$ cat src/rtl/tclk_pkg.sv
package tclk_pkg;

    typedef enum logic [2:0] {
        SRC_OFF      = 3'd0,
        SRC_SYS      = 3'd1,
        SRC_DIV8     = 3'd2,
        SRC_DIV64    = 3'd3,
        SRC_DIV256   = 3'd4,
        SRC_DIV1024  = 3'd5,
        SRC_PIN_FALL = 3'd6,
        SRC_PIN_RISE = 3'd7
    } src_sel_e;

    localparam int unsigned NUM_TAPS = 4;

    typedef struct packed {
        logic rise;
        logic fall;
    } pin_edge_t;

    // number of low prescaler bits that must be all ones for tap idx
    function automatic int unsigned tap_log2(input int unsigned idx);
        case (idx)
            0:       return 3;
            1:       return 6;
            2:       return 8;
            default: return 10;
        endcase
    endfunction

endpackage

$ cat src/rtl/tclk_prescaler.sv
module tclk_prescaler
    import tclk_pkg::*;
#(
    parameter int unsigned PRE_W = 10
) (
    input  logic                clk,
    input  logic                rst,
    output logic [NUM_TAPS-1:0] taps
);

    logic [PRE_W-1:0] cnt_q;

    always_ff @(posedge clk) begin
        if (rst) begin
            cnt_q <= '0;
        end else begin
            cnt_q <= cnt_q + 1'b1;
        end
    end

    for (genvar i = 0; i < NUM_TAPS; i++) begin : g_tap
        localparam int unsigned LW = tap_log2(i);
        if (LW <= PRE_W) begin : g_ok
            assign taps[i] = &cnt_q[LW-1:0];
        end else begin : g_short
            assign taps[i] = &cnt_q;
        end
    end

endmodule

$ cat src/rtl/tclk_pin_sync.sv
module tclk_pin_sync
    import tclk_pkg::*;
#(
    parameter int unsigned SYNC_STAGES = 2
) (
    input  logic      clk,
    input  logic      rst,
    input  logic      pin_raw,
    output pin_edge_t edges
);

    localparam int unsigned CHAIN_W = SYNC_STAGES + 1;

    logic [CHAIN_W-1:0] chain_q;

    always_ff @(posedge clk) begin
        if (rst) begin
            chain_q <= '0;
        end else begin
            chain_q[0] <= pin_raw;
        end
    end

    for (genvar i = 1; i < CHAIN_W; i++) begin : g_stage
        always_ff @(posedge clk) begin
            if (rst) begin
                chain_q[i] <= 1'b0;
            end else begin
                chain_q[i] <= chain_q[i-1];
            end
        end
    end

    logic level_now;
    logic level_prev;

    assign level_now  = chain_q[SYNC_STAGES-1];
    assign level_prev = chain_q[SYNC_STAGES];

    always_comb begin
        edges.rise = level_now & ~level_prev;
        edges.fall = ~level_now & level_prev;
    end

endmodule

$ cat src/rtl/tclk_src_mux.sv
module tclk_src_mux
    import tclk_pkg::*;
(
    input  logic                clk,
    input  logic                rst,
    input  logic [2:0]          src_sel,
    input  logic [NUM_TAPS-1:0] taps,
    input  pin_edge_t           edges,
    output logic                count_en
);

    src_sel_e sel_q;
    src_sel_e sel_prev_q;
    logic     en_prev_q;
    logic     en_raw;
    logic     switched;

    always_ff @(posedge clk) begin
        if (rst) begin
            sel_q      <= SRC_OFF;
            sel_prev_q <= SRC_OFF;
            en_prev_q  <= 1'b0;
        end else begin
            sel_q      <= src_sel_e'(src_sel);
            sel_prev_q <= sel_q;
            en_prev_q  <= count_en;
        end
    end

    always_comb begin
        case (sel_q)
            SRC_OFF:      en_raw = 1'b0;
            SRC_SYS:      en_raw = 1'b1;
            SRC_DIV8:     en_raw = taps[0];
            SRC_DIV64:    en_raw = taps[1];
            SRC_DIV256:   en_raw = taps[2];
            SRC_DIV1024:  en_raw = taps[3];
            SRC_PIN_FALL: en_raw = edges.fall;
            SRC_PIN_RISE: en_raw = edges.rise;
            default:      en_raw = 1'b0;
        endcase
    end

    assign switched = (sel_q != sel_prev_q);
    assign count_en = en_raw & ~(switched & en_prev_q);

endmodule

$ cat src/rtl/tclk_source_sel.sv
module tclk_source_sel
    import tclk_pkg::*;
#(
    parameter int unsigned PRE_W       = 10,
    parameter int unsigned SYNC_STAGES = 2
) (
    input  logic       clk,
    input  logic       rst,
    input  logic [2:0] src_sel,
    input  logic       pin_raw,
    output logic       count_en
);

    logic [NUM_TAPS-1:0] taps;
    pin_edge_t           edges;

    tclk_prescaler #(.PRE_W(PRE_W)) u_pre (
        .clk  (clk),
        .rst  (rst),
        .taps (taps)
    );

    tclk_pin_sync #(.SYNC_STAGES(SYNC_STAGES)) u_sync (
        .clk     (clk),
        .rst     (rst),
        .pin_raw (pin_raw),
        .edges   (edges)
    );

    tclk_src_mux u_mux (
        .clk      (clk),
        .rst      (rst),
        .src_sel  (src_sel),
        .taps     (taps),
        .edges    (edges),
        .count_en (count_en)
    );

endmodule

$ cat config.mk
export PLATFORM = sky130hd
export DESIGN_NAME = tclk_source_sel
export DESIGN_NICKNAME = d
export VERILOG_FILES = /design/src/rtl/tclk_pkg.sv /design/src/rtl/tclk_prescaler.sv /design/src/rtl/tclk_pin_sync.sv /design/src/rtl/tclk_src_mux.sv /design/src/rtl/tclk_source_sel.sv
export SDC_FILE = /design/constraint.sdc
export NUM_CORES = 1
export LEC_CHECK = 0
export BUFFER_PORTS_ARGS = -buffer_cell sky130_fd_sc_hd__buf_2
export CORE_AREA = 2 2 39 41
export DETAILED_ROUTE_END_ITERATION = 8
export DIE_AREA = 0 0 41 43
export GPL_TIMING_DRIVEN = 1
export PLACE_DENSITY_LB_ADDON = 0.25
export SLEW_MARGIN = 40
export SYNTH_ARGS = -nofsm -noshare
export SYNTH_HDL_FRONTEND = slang
export SYNTH_SLANG_ARGS = --single-unit
$ cat constraint.sdc
create_clock -name clk -period 3.7 [get_ports clk]
set_input_delay 0.37 -clock clk [delete_from_list [all_inputs] [get_ports clk]]
set_output_delay 0.37 -clock clk [all_outputs]
set_load 0.01 [all_outputs]
==> flow_summary.ini, run 1 <==
[worst_setup_path]
crit_slowest_cell = dfxtp_1
crit_chain = ha_1 > and4_1 > and4_1 > a21oi_2 > nor3_1 > buf_2
cp_max_fo = 4
max_stage_delay_ns = 0.39
path_class = reg2out
worst_path_most_repeated_cell = and4_1
start_kind = flip-flop
crit_path_end_kind = output pin
worstPathRequired_ns = 3.33
r2r_end = u_mux.en_prev_q
r2r-start = u_pre.cnt_q[0]
rrSetupSlack_ns = 2.25
arrival_ns = 1.77
rr_worst_depth = 5

[floorplanning]
rows = 14
core_area_um2 = 1380
start_util = 0.505
die_y_um = 43
die_area_um2 = 1760
io_pins = 7
die_w_um = 41

[power]
ir_worst_vdd_mv = 0.245
leakagePower_nw = 0.276
power-per-cell-area_nw_per_um2 = 405

[timing]
relSlewSlack = 0.794
fmaxAchievable_mhz = 468
hold_viol_final = 0
timing.setup.tns_ns = 0
setup_viol = 0
fin_worst_skew_ns = 0.00131
rsz0062_at_grt = false
tightest_slew_ns = 0.306
fin_crit_ns = 2.14
post-route-period-util = 0.578
drv_slew = 0

[placement]
io_buffers = 5
dp_hpwl_um = 736
dp.cells = 90
gp_congestion = 0.712

[finish]
finalNonFillerCells = 94
seqCellArea_um2 = 340
nets = 87
fillers = 136
drive_gt1_frac = 0.154
synthToLayoutAreaGrowth_pct = 9.68
n_antenna_cell = 0
multi_input_area_um2 = 350

[logic_synthesis]
synth_top_family_by_area = simple AND/OR/NAND/NOR gates
async_flop_share = 0
syn_area_um2 = 698
synth_seq_cells = 17
synth_adder_area_share = 0.0358
yosys-top-cells-area = dfxtp_1 (49%), nor2b_1 (8.1%), xnor2_1 (5.0%), nor2_1 (4.3%), a2111oi_4 (3.9%)
synth_nets = 78
synth_top_area_share = 0.487
synth_cell_type_count = 24
synth-main-ff-cell = dfxtp_1
ys_warn_count = 4
synth-simple-area-share = 0.262
avgSynthCellArea_um2 = 9.97
yosysSeqAreaShare = 0.487
synth_edf_count = 0
synth_xor_area_frac = 0.0878
yosysTopAreaCell = dfxtp_1
synth_mux_area_frac = 0
synthCells = 70
synth_compound_area_frac = 0.116

[cts]
cts_root_buf = clkbuf_4
ctsHoldBuffers = 0
clk_path_buf_depth = 2
ctsResizeCount = 0
cts_tree = built
htree_levels = 1
clk_latency_ns = 0.28
cts_sinks = 17
cts_setup_buffers = 0
clk_pin_slew_ns = 0.09
cts_buffers = 3

[drt]
detail_route.wl_per_cell_um = 11.0
vias_per_cell = 5.16
detail_route.first_pass.iterations = 4
route.vias.total = 485
drtAntennaViolNets = 0
route.detailed.drc = 0
routed_wl_um = 1030
drt_iter0_drc = 4

[global_routing]
track_usage = 0.154
grt_pass1_vias = 452
grt_max_degree = 18
grt_pass1_wl_um = 1790
grt_overflow = 0
antenna_found_initial = 0

[hold_path]
hold_depth = 2
hp-class = in2reg
hold_start = src_sel[2]
hold_path_end = u_mux.sel_q[2]

[status]
status = finished, final reports clean

[job]
maxCapViolCount = 0
==> power breakdown <==
part | internal, mW | total [mW] | switching [mW] | leakage [nW]
registers | 0.189 | 0.195 | 0.00594 | 0.139
logic | 0.00989 | 0.0189 | 0.00902 | 0.122
clock network | 0.0418 | 0.0961 | 0.0543 | 0.0150
==> metrics by stage <==
| stage | setup WS, ns | cell area (um2) | power [mW] | util | hold slack, ns |
|---|---|---|---|---|---|
| after floorplan | 1.97 | 698 | 0.212 | - | 0.430 |
| after global placement | 1.89 | 739 | 0.218 | 0.534 | 0.443 |
| after detailed placement | 1.87 | 739 | 0.218 | 0.534 | 0.453 |
| after CTS | 1.54 | 766 | 0.314 | 0.553 | 0.289 |
| after global routing | 1.42 | 766 | 0.326 | 0.553 | 0.310 |
| final | 1.56 | 766 | 0.310 | 0.553 | 0.295 |
==> placed cells by master, fill, tap and decap left out, types with 2 or more instances in the layout <==
cell type,count
dfxtp_1,17
nor2b_1,9
nor2_1,8
buf_2,5
xnor2_1,4
nor3_1,3
nand3_1,3
nand2_1,3
xor2_1,3
clkbuf_4,3
and4_1,2
a21boi_0,2
a21oi_1,2
ha_1,2
==> flip-flops by register name (all words and copies together), names as in the netlist <==
signal            count
u_pre.cnt_q          10
u_mux.sel_prev_q      3
u_mux.sel_q           3
u_mux.en_prev_q       1
==> routing by layer <==
metal	track usage	wire, um
met4	0.120	15
met3	0.0314	34
met2	0.213	461
met5	0	0
met1	0.199	518
==> critical path, delay by kind of cell (launching register included) <==
kind                       cells  cell delay, ns
AOI/OAI and AO/OA              1            0.08
buffers and inverters          1            0.15
adders and majority gates      1            0.21
and+or+nand+nor                3            0.66
DFF                            1            0.39
==> cells in the mapped netlist, types with 2 or more instances <==
library cell / number
ha_1: 2
and4_1: 2
nand3_1: 3
nor2_1: 8
a21boi_0: 2
dfxtp_1: 17
nand2_1: 3
xor2_1: 3
nor2b_1: 9
xnor2_1: 4
nor3_1: 3
a21oi_1: 2
==> worst max path at each step <==
| stage | slack (ns) | startpoint | to | depth (start not counted) |
|---|---|---|---|---|
| global placement | 1.89 | u_pre.cnt_q[0] | count_en | 6 |
| detailed placement | 1.87 | u_pre.cnt_q[0] | count_en | 6 |
| finish | 1.56 | u_pre.cnt_q[0] | count_en | 6 |
| global route | 1.42 | u_pre.cnt_q[0] | count_en | 7 |
| CTS | 1.54 | u_pre.cnt_q[0] | count_en | 6 |
| floorplan | 1.97 | u_pre.cnt_q[0] | count_en | 5 |
==> cell families after synthesis <==
logic type / count (synthesis)
adder cells (fa/ha/maj): 2
flip-flops: 17
buffers and inverters: 2
XOR/XNOR: 7
AO/OA/AOI/OAI: 9
AND/OR/NAND/NOR: 33
==> final cells by class <==
| type | instances | area share |
|---|---|---|
| Sequential cell | 17 | 0.444 |
| Tap cell | 16 | 0.0261 |
| Timing Repair Buffer | 5 | 0.0327 |
| Inverter | 1 | 0.00490 |
| Clock buffer | 4 | 0.0343 |
| Multi-Input combinational cell | 51 | 0.458 |
(Power assumes the default switching activity.)
==> inputs of run 2 (changes only) <==
- clock period: 3.7 -> 2.09 ns (I/O delays scaled with it)
==> run 2 against run 1 <==
  * Routed wire length increased by 17%
  * Cell area up 1.1%
  * Global-route usage grew 0.62 points
  * Register-to-register slack lost 1.6 ns
  * Clock-buffer cell count did not move
  * Sequential cell count did not move
  * Clock skew up 0.0045 ns
  * Clock power is 84% higher
  * Sequential share of layout area is 0.34 points lower
  * First-iteration DRC count grew to 2.5 times the previous value
==> flow_summary.ini, run 2 (synthesis results as in run 1) <==
[status]
status = finished, final reports clean

[cts]
htree_levels = 1
clk_pin_slew_ns = 0.10
cts_tree = built
ctsResizeCount = 0
clk_latency_ns = 0.29
clk_path_buf_depth = 2
cts_sinks = 17
cts_root_buf = clkbuf_4
cts_setup_buffers = 0
cts_buffers = 3
ctsHoldBuffers = 0

[drt]
route.met3.wl_um = 30
vias_per_cell = 5.52
route.detailed.drc = 0
wl_met2_um = 581
routed_wl_um = 1210
detail_route.first_pass.iterations = 4
drtAntennaViolNets = 0
route.vias.total = 519
top_layer_used = met4
detail_route.wl_per_cell_um = 12.9
met1Wirelength_um = 581
drt_iter0_drc = 10

[power]
comb_power_share = 0.063
power.switching_uw = 132
power-per-cell-area_nw_per_um2 = 722
switching_share = 0.236
p_seq_frac = 0.620
ir_worst_vdd_mv = 0.455
leakagePower_nw = 0.278
design_power_total_uw = 559
power_frac_clock = 0.317
p_int_uw = 427

[finish]
synthToLayoutAreaGrowth_pct = 10.9
largest_register = u_pre.cnt_q
finalNonFillerCells = 94
largest_reg_flops = 10
top_regs = u_pre.cnt_q: 10 flops, u_mux.sel_prev_q: 3 flops, u_mux.sel_q: 3 flops
final_common_cell = dfxtp_1
final_cell_mix = dfxtp_1 (16), nor2b_1 (9), nor2_1 (8)
fillers = 120
post-route-util = 0.560
nets = 87
drive_gt1_frac = 0.192
n_antenna_cell = 0

[timing]
fin_crit_ns = 1.94
timing.setup.tns_ns = 0
hold_viol_final = 0
fin_ws_ns = 0.151
setup_viol = 0
drv_slew = 0
fin_worst_skew_ns = 0.00579
relSlewSlack = 0.790
fmaxAchievable_mhz = 516
rsz0062_at_grt = false
tightest_slew_ns = 0.313
post-route-period-util = 0.928

[global_routing]
grt_pass1_wl_um = 1840
grt_pass1_vias = 474
grt_overflow = 0
track_usage = 0.160
grt_max_degree = 18
antenna_found_initial = 0

[worst_setup_path]
max_stage_delay_ns = 0.36
r2r_end = u_mux.en_prev_q
path_class = reg2out
cp_max_fo = 3
arrival_ns = 1.73
startpoint = u_pre.cnt_q[1]
rr_worst_depth = 5
crit_buf_inv = 1
crit_path_end_kind = output pin
cpLargestDelayFamily = compound AO/OA/AOI/OAI gates
worstPathRequired_ns = 1.88
r2r-start = u_pre.cnt_q[1]
start_kind = flip-flop
rrSetupSlack_ns = 0.66
crit_chain = ha_1 > ha_1 > a21oi_1 > a211oi_2 > a21oi_2 > nor3_1 > buf_2
crit_slowest_cell = dfxtp_1
worst_path_most_repeated_cell = ha_1

[floorplanning]
io_pins = 7
core_area_um2 = 1380
die_y_um = 43
die_w_um = 41
die_area_um2 = 1760
start_util = 0.505
rows = 14

[placement]
dp_hpwl_um = 755
place_ws_ns = 0.436
gp_congestion = 0.712
dp.cells = 90
io_buffers = 5

[hold_path]
hold_depth = 2
hold_start = src_sel[2]
hold_path_end = u_mux.sel_q[2]
hp-class = in2reg

[job]
maxCapViolCount = 0
==> run 2: cell types whose count changed in the layout (fill, tap and decap cells not counted) <==
cell	delta
and4_1	-1
a211oi_1	-1
and4_4	+1
dfxtp_1	-1
a211oi_2	+1
dfxtp_2	+1
==> run 2: metrics by stage <==
step	hold WS [ns]	area, um2
floorplan	0.281	698
global placement	0.418	739
detailed placement	0.433	739
CTS	0.136	766
global route	0.137	774
finish	0.131	774
==> run 2: power by group through the flow <==
stage	clock network (mW)	logic, mW	registers [mW]
2_1_floorplan	0	0.0248	0.350
5_1_grt	0.193	0.0392	0.349
6_report	0.177	0.0351	0.347
4_1_cts	0.176	0.0345	0.345
3_3_place_gp	0	0.0332	0.352
3_5_place_dp	0	0.0345	0.353
==> run 2: area by class of cell <==
| class | instances | area [um2] | area share |
|---|---|---|---|
| multi-input cells | 51 | 358 | 0.462 |
| inverters | 1 | 3.75 | 0.00485 |
| flip-flops and latches | 17 | 342 | 0.441 |
| well taps | 16 | 20.0 | 0.0258 |
| repair buffers | 5 | 25.0 | 0.0323 |
| clock buffers | 4 | 26.3 | 0.0339 |
==> run 2: worst max-delay path by stage <==
stage                     cells after the start  slack (ns)  endpoint
final                                         7        0.15  count_en
after global placement                        6        0.44  count_en
after global routing                          6        0.03  count_en
after CTS                                     6        0.11  count_en
after detailed placement                      6        0.44  count_en
after floorplan                               5        0.52  count_en
==> run 2: per-layer routing <==
layer | track usage | up-vias
met5 | 0 | -
met3 | 0.0471 | 2
met1 | 0.186 | 255
met4 | 0.120 | 0
met2 | 0.234 | 9
li1 | - | 253
==> inputs of run 3 (changes only) <==
==> constraint.sdc (replaced) <==
create_clock -name clk -period 2.09 [get_ports clk]
set_input_delay 0.1045 -clock clk [delete_from_list [all_inputs] [get_ports clk]]
set_output_delay 0.1045 -clock clk [all_outputs]
set_load 0.01 [all_outputs]
==> run 3 against run 2 <==
  * Global-route usage is the same
  * Clock skew fell by 0.0023 ns
  * Critical endpoint unchanged
  * Sequential share of layout area is 0.34 points higher
  * Sequential power about the same
  * Worst setup slack better by 0.064 ns
  * Cell area is 1.1% lower
  * Routed wire length decreased by 12%
  * Largest cell class unchanged
  * Clock power about the same
==> flow_summary.ini, run 3 (synthesis results as in run 1) <==
[timing]
post-route-period-util = 0.897
setup_viol = 0
relSlewSlack = 0.789
hold_viol_final = 0
timing.setup.tns_ns = 0
fin_worst_skew_ns = 0.00347
tightest_slew_ns = 0.314
rsz0062_at_grt = false
fin_crit_ns = 1.87
fmaxAchievable_mhz = 533
drv_slew = 0

[worst_setup_path]
cp_max_fo = 4
worstPathRequired_ns = 1.99
r2r-start = u_pre.cnt_q[0]
start_kind = flip-flop
crit_slowest_cell = dfxtp_1
crit_buf_inv = 1
cpLargestDelayFamily = simple AND/OR/NAND/NOR gates
crit_path_end_kind = output pin
worst_path_most_repeated_cell = and4_1
max_stage_delay_ns = 0.38
rrSetupSlack_ns = 0.64
path_class = reg2out
arrival_ns = 1.77
crit_chain = ha_1 > and4_1 > and4_1 > a21oi_2 > nor3_1 > buf_2
r2r_end = u_mux.en_prev_q
rr_worst_depth = 5

[finish]
largest_reg_flops = 10
seqCellArea_um2 = 340
synthToLayoutAreaGrowth_pct = 9.68
top_regs = u_pre.cnt_q: 10 flops, u_mux.sel_prev_q: 3 flops, u_mux.sel_q: 3 flops
final_common_cell = dfxtp_1
nets = 87
multi_input_area_um2 = 350
n_antenna_cell = 0
final_area_um2 = 766
fillers = 119
final_cell_mix = dfxtp_1 (17), nor2b_1 (9), nor2_1 (8)
largest_register = u_pre.cnt_q
drive_gt1_frac = 0.154

[status]
status = finished, final reports clean

[hold_path]
hp-class = in2reg
hold_path_end = u_mux.sel_q[2]
hold_start = src_sel[2]
hold_depth = 2

[global_routing]
grt_max_degree = 18
use_met2 = 0.234
grt_pass1_vias = 474
grt_overflow = 0
track_usage = 0.160
use_met1 = 0.186
antenna_found_initial = 0
grt_busiest_layer = met2
grt_pass1_wl_um = 1840
met3_usage = 0.0471

[placement]
io_buffers = 5
postPlaceCellArea_um2 = 739
dp_hpwl_um = 755
gp_congestion = 0.712

[cts]
cts_tree = built
cts_buffers = 3
clk_path_buf_depth = 2
cts_sinks = 17
ctsHoldBuffers = 0
cts_root_buf = clkbuf_4
clk_latency_ns = 0.28
ctsResizeCount = 0
cts_setup_buffers = 0
htree_levels = 1
clk_pin_slew_ns = 0.10

[drt]
detail_route.wl_per_cell_um = 11.3
routed_wl_um = 1060
route.vias.total = 496
drt_iter0_drc = 4
detail_route.first_pass.iterations = 4
vias_per_cell = 5.28
drtAntennaViolNets = 0
route.detailed.drc = 0

[power]
power-per-cell-area_nw_per_um2 = 724
ir_worst_vdd_mv = 0.463
leakagePower_nw = 0.276
design_power_total_uw = 555

[floorplanning]
die_w_um = 41
rows = 14
core_area_um2 = 1380
die_area_um2 = 1760
die_y_um = 43
io_pins = 7
start_util = 0.505

[job]
maxCapViolCount = 0
## run 3: report_power, final
group          switching, mW  internal, mW
logic                 0.0167        0.0175
registers             0.0104         0.335
clock network          0.101        0.0740
## run 3: how the worst max path moves through the flow
stage                   startpoint  slack (ns)  endpoint  cells past startpoint
floorplan           u_pre.cnt_q[0]        0.63  count_en                      5
global placement    u_pre.cnt_q[0]        0.55  count_en                      6
detailed placement  u_pre.cnt_q[0]        0.54  count_en                      6
CTS                 u_pre.cnt_q[0]        0.21  count_en                      6
global route        u_pre.cnt_q[0]        0.07  count_en                      6
finish              u_pre.cnt_q[0]        0.22  count_en                      6
## run 3: final cells by class
| cell class | instances | area share |
|---|---|---|
| inverter | 1 | 0.00490 |
| sequential | 17 | 0.444 |
| clock buffer | 4 | 0.0343 |
| tap | 16 | 0.0261 |
| timing repair buffer | 5 | 0.0327 |
| multi-input combinational | 51 | 0.458 |
## run 3: metrics by stage
stage                     hold WS, ns  std cells  utilization  worst slack, ns
after floorplan                 0.176         70            -            0.625
after global placement          0.313         90        0.534            0.547
after detailed placement        0.329         90        0.534            0.540
after CTS                      0.0317         94        0.553            0.213
after global routing           0.0328         94        0.553           0.0717
final                          0.0277         94        0.553            0.215
## run 3: routing by layer
metal,share of wire,up-vias
met5,0,-
met4,0.014,0
met3,0.024,2
met2,0.44,9
met1,0.52,232
li1,-,253
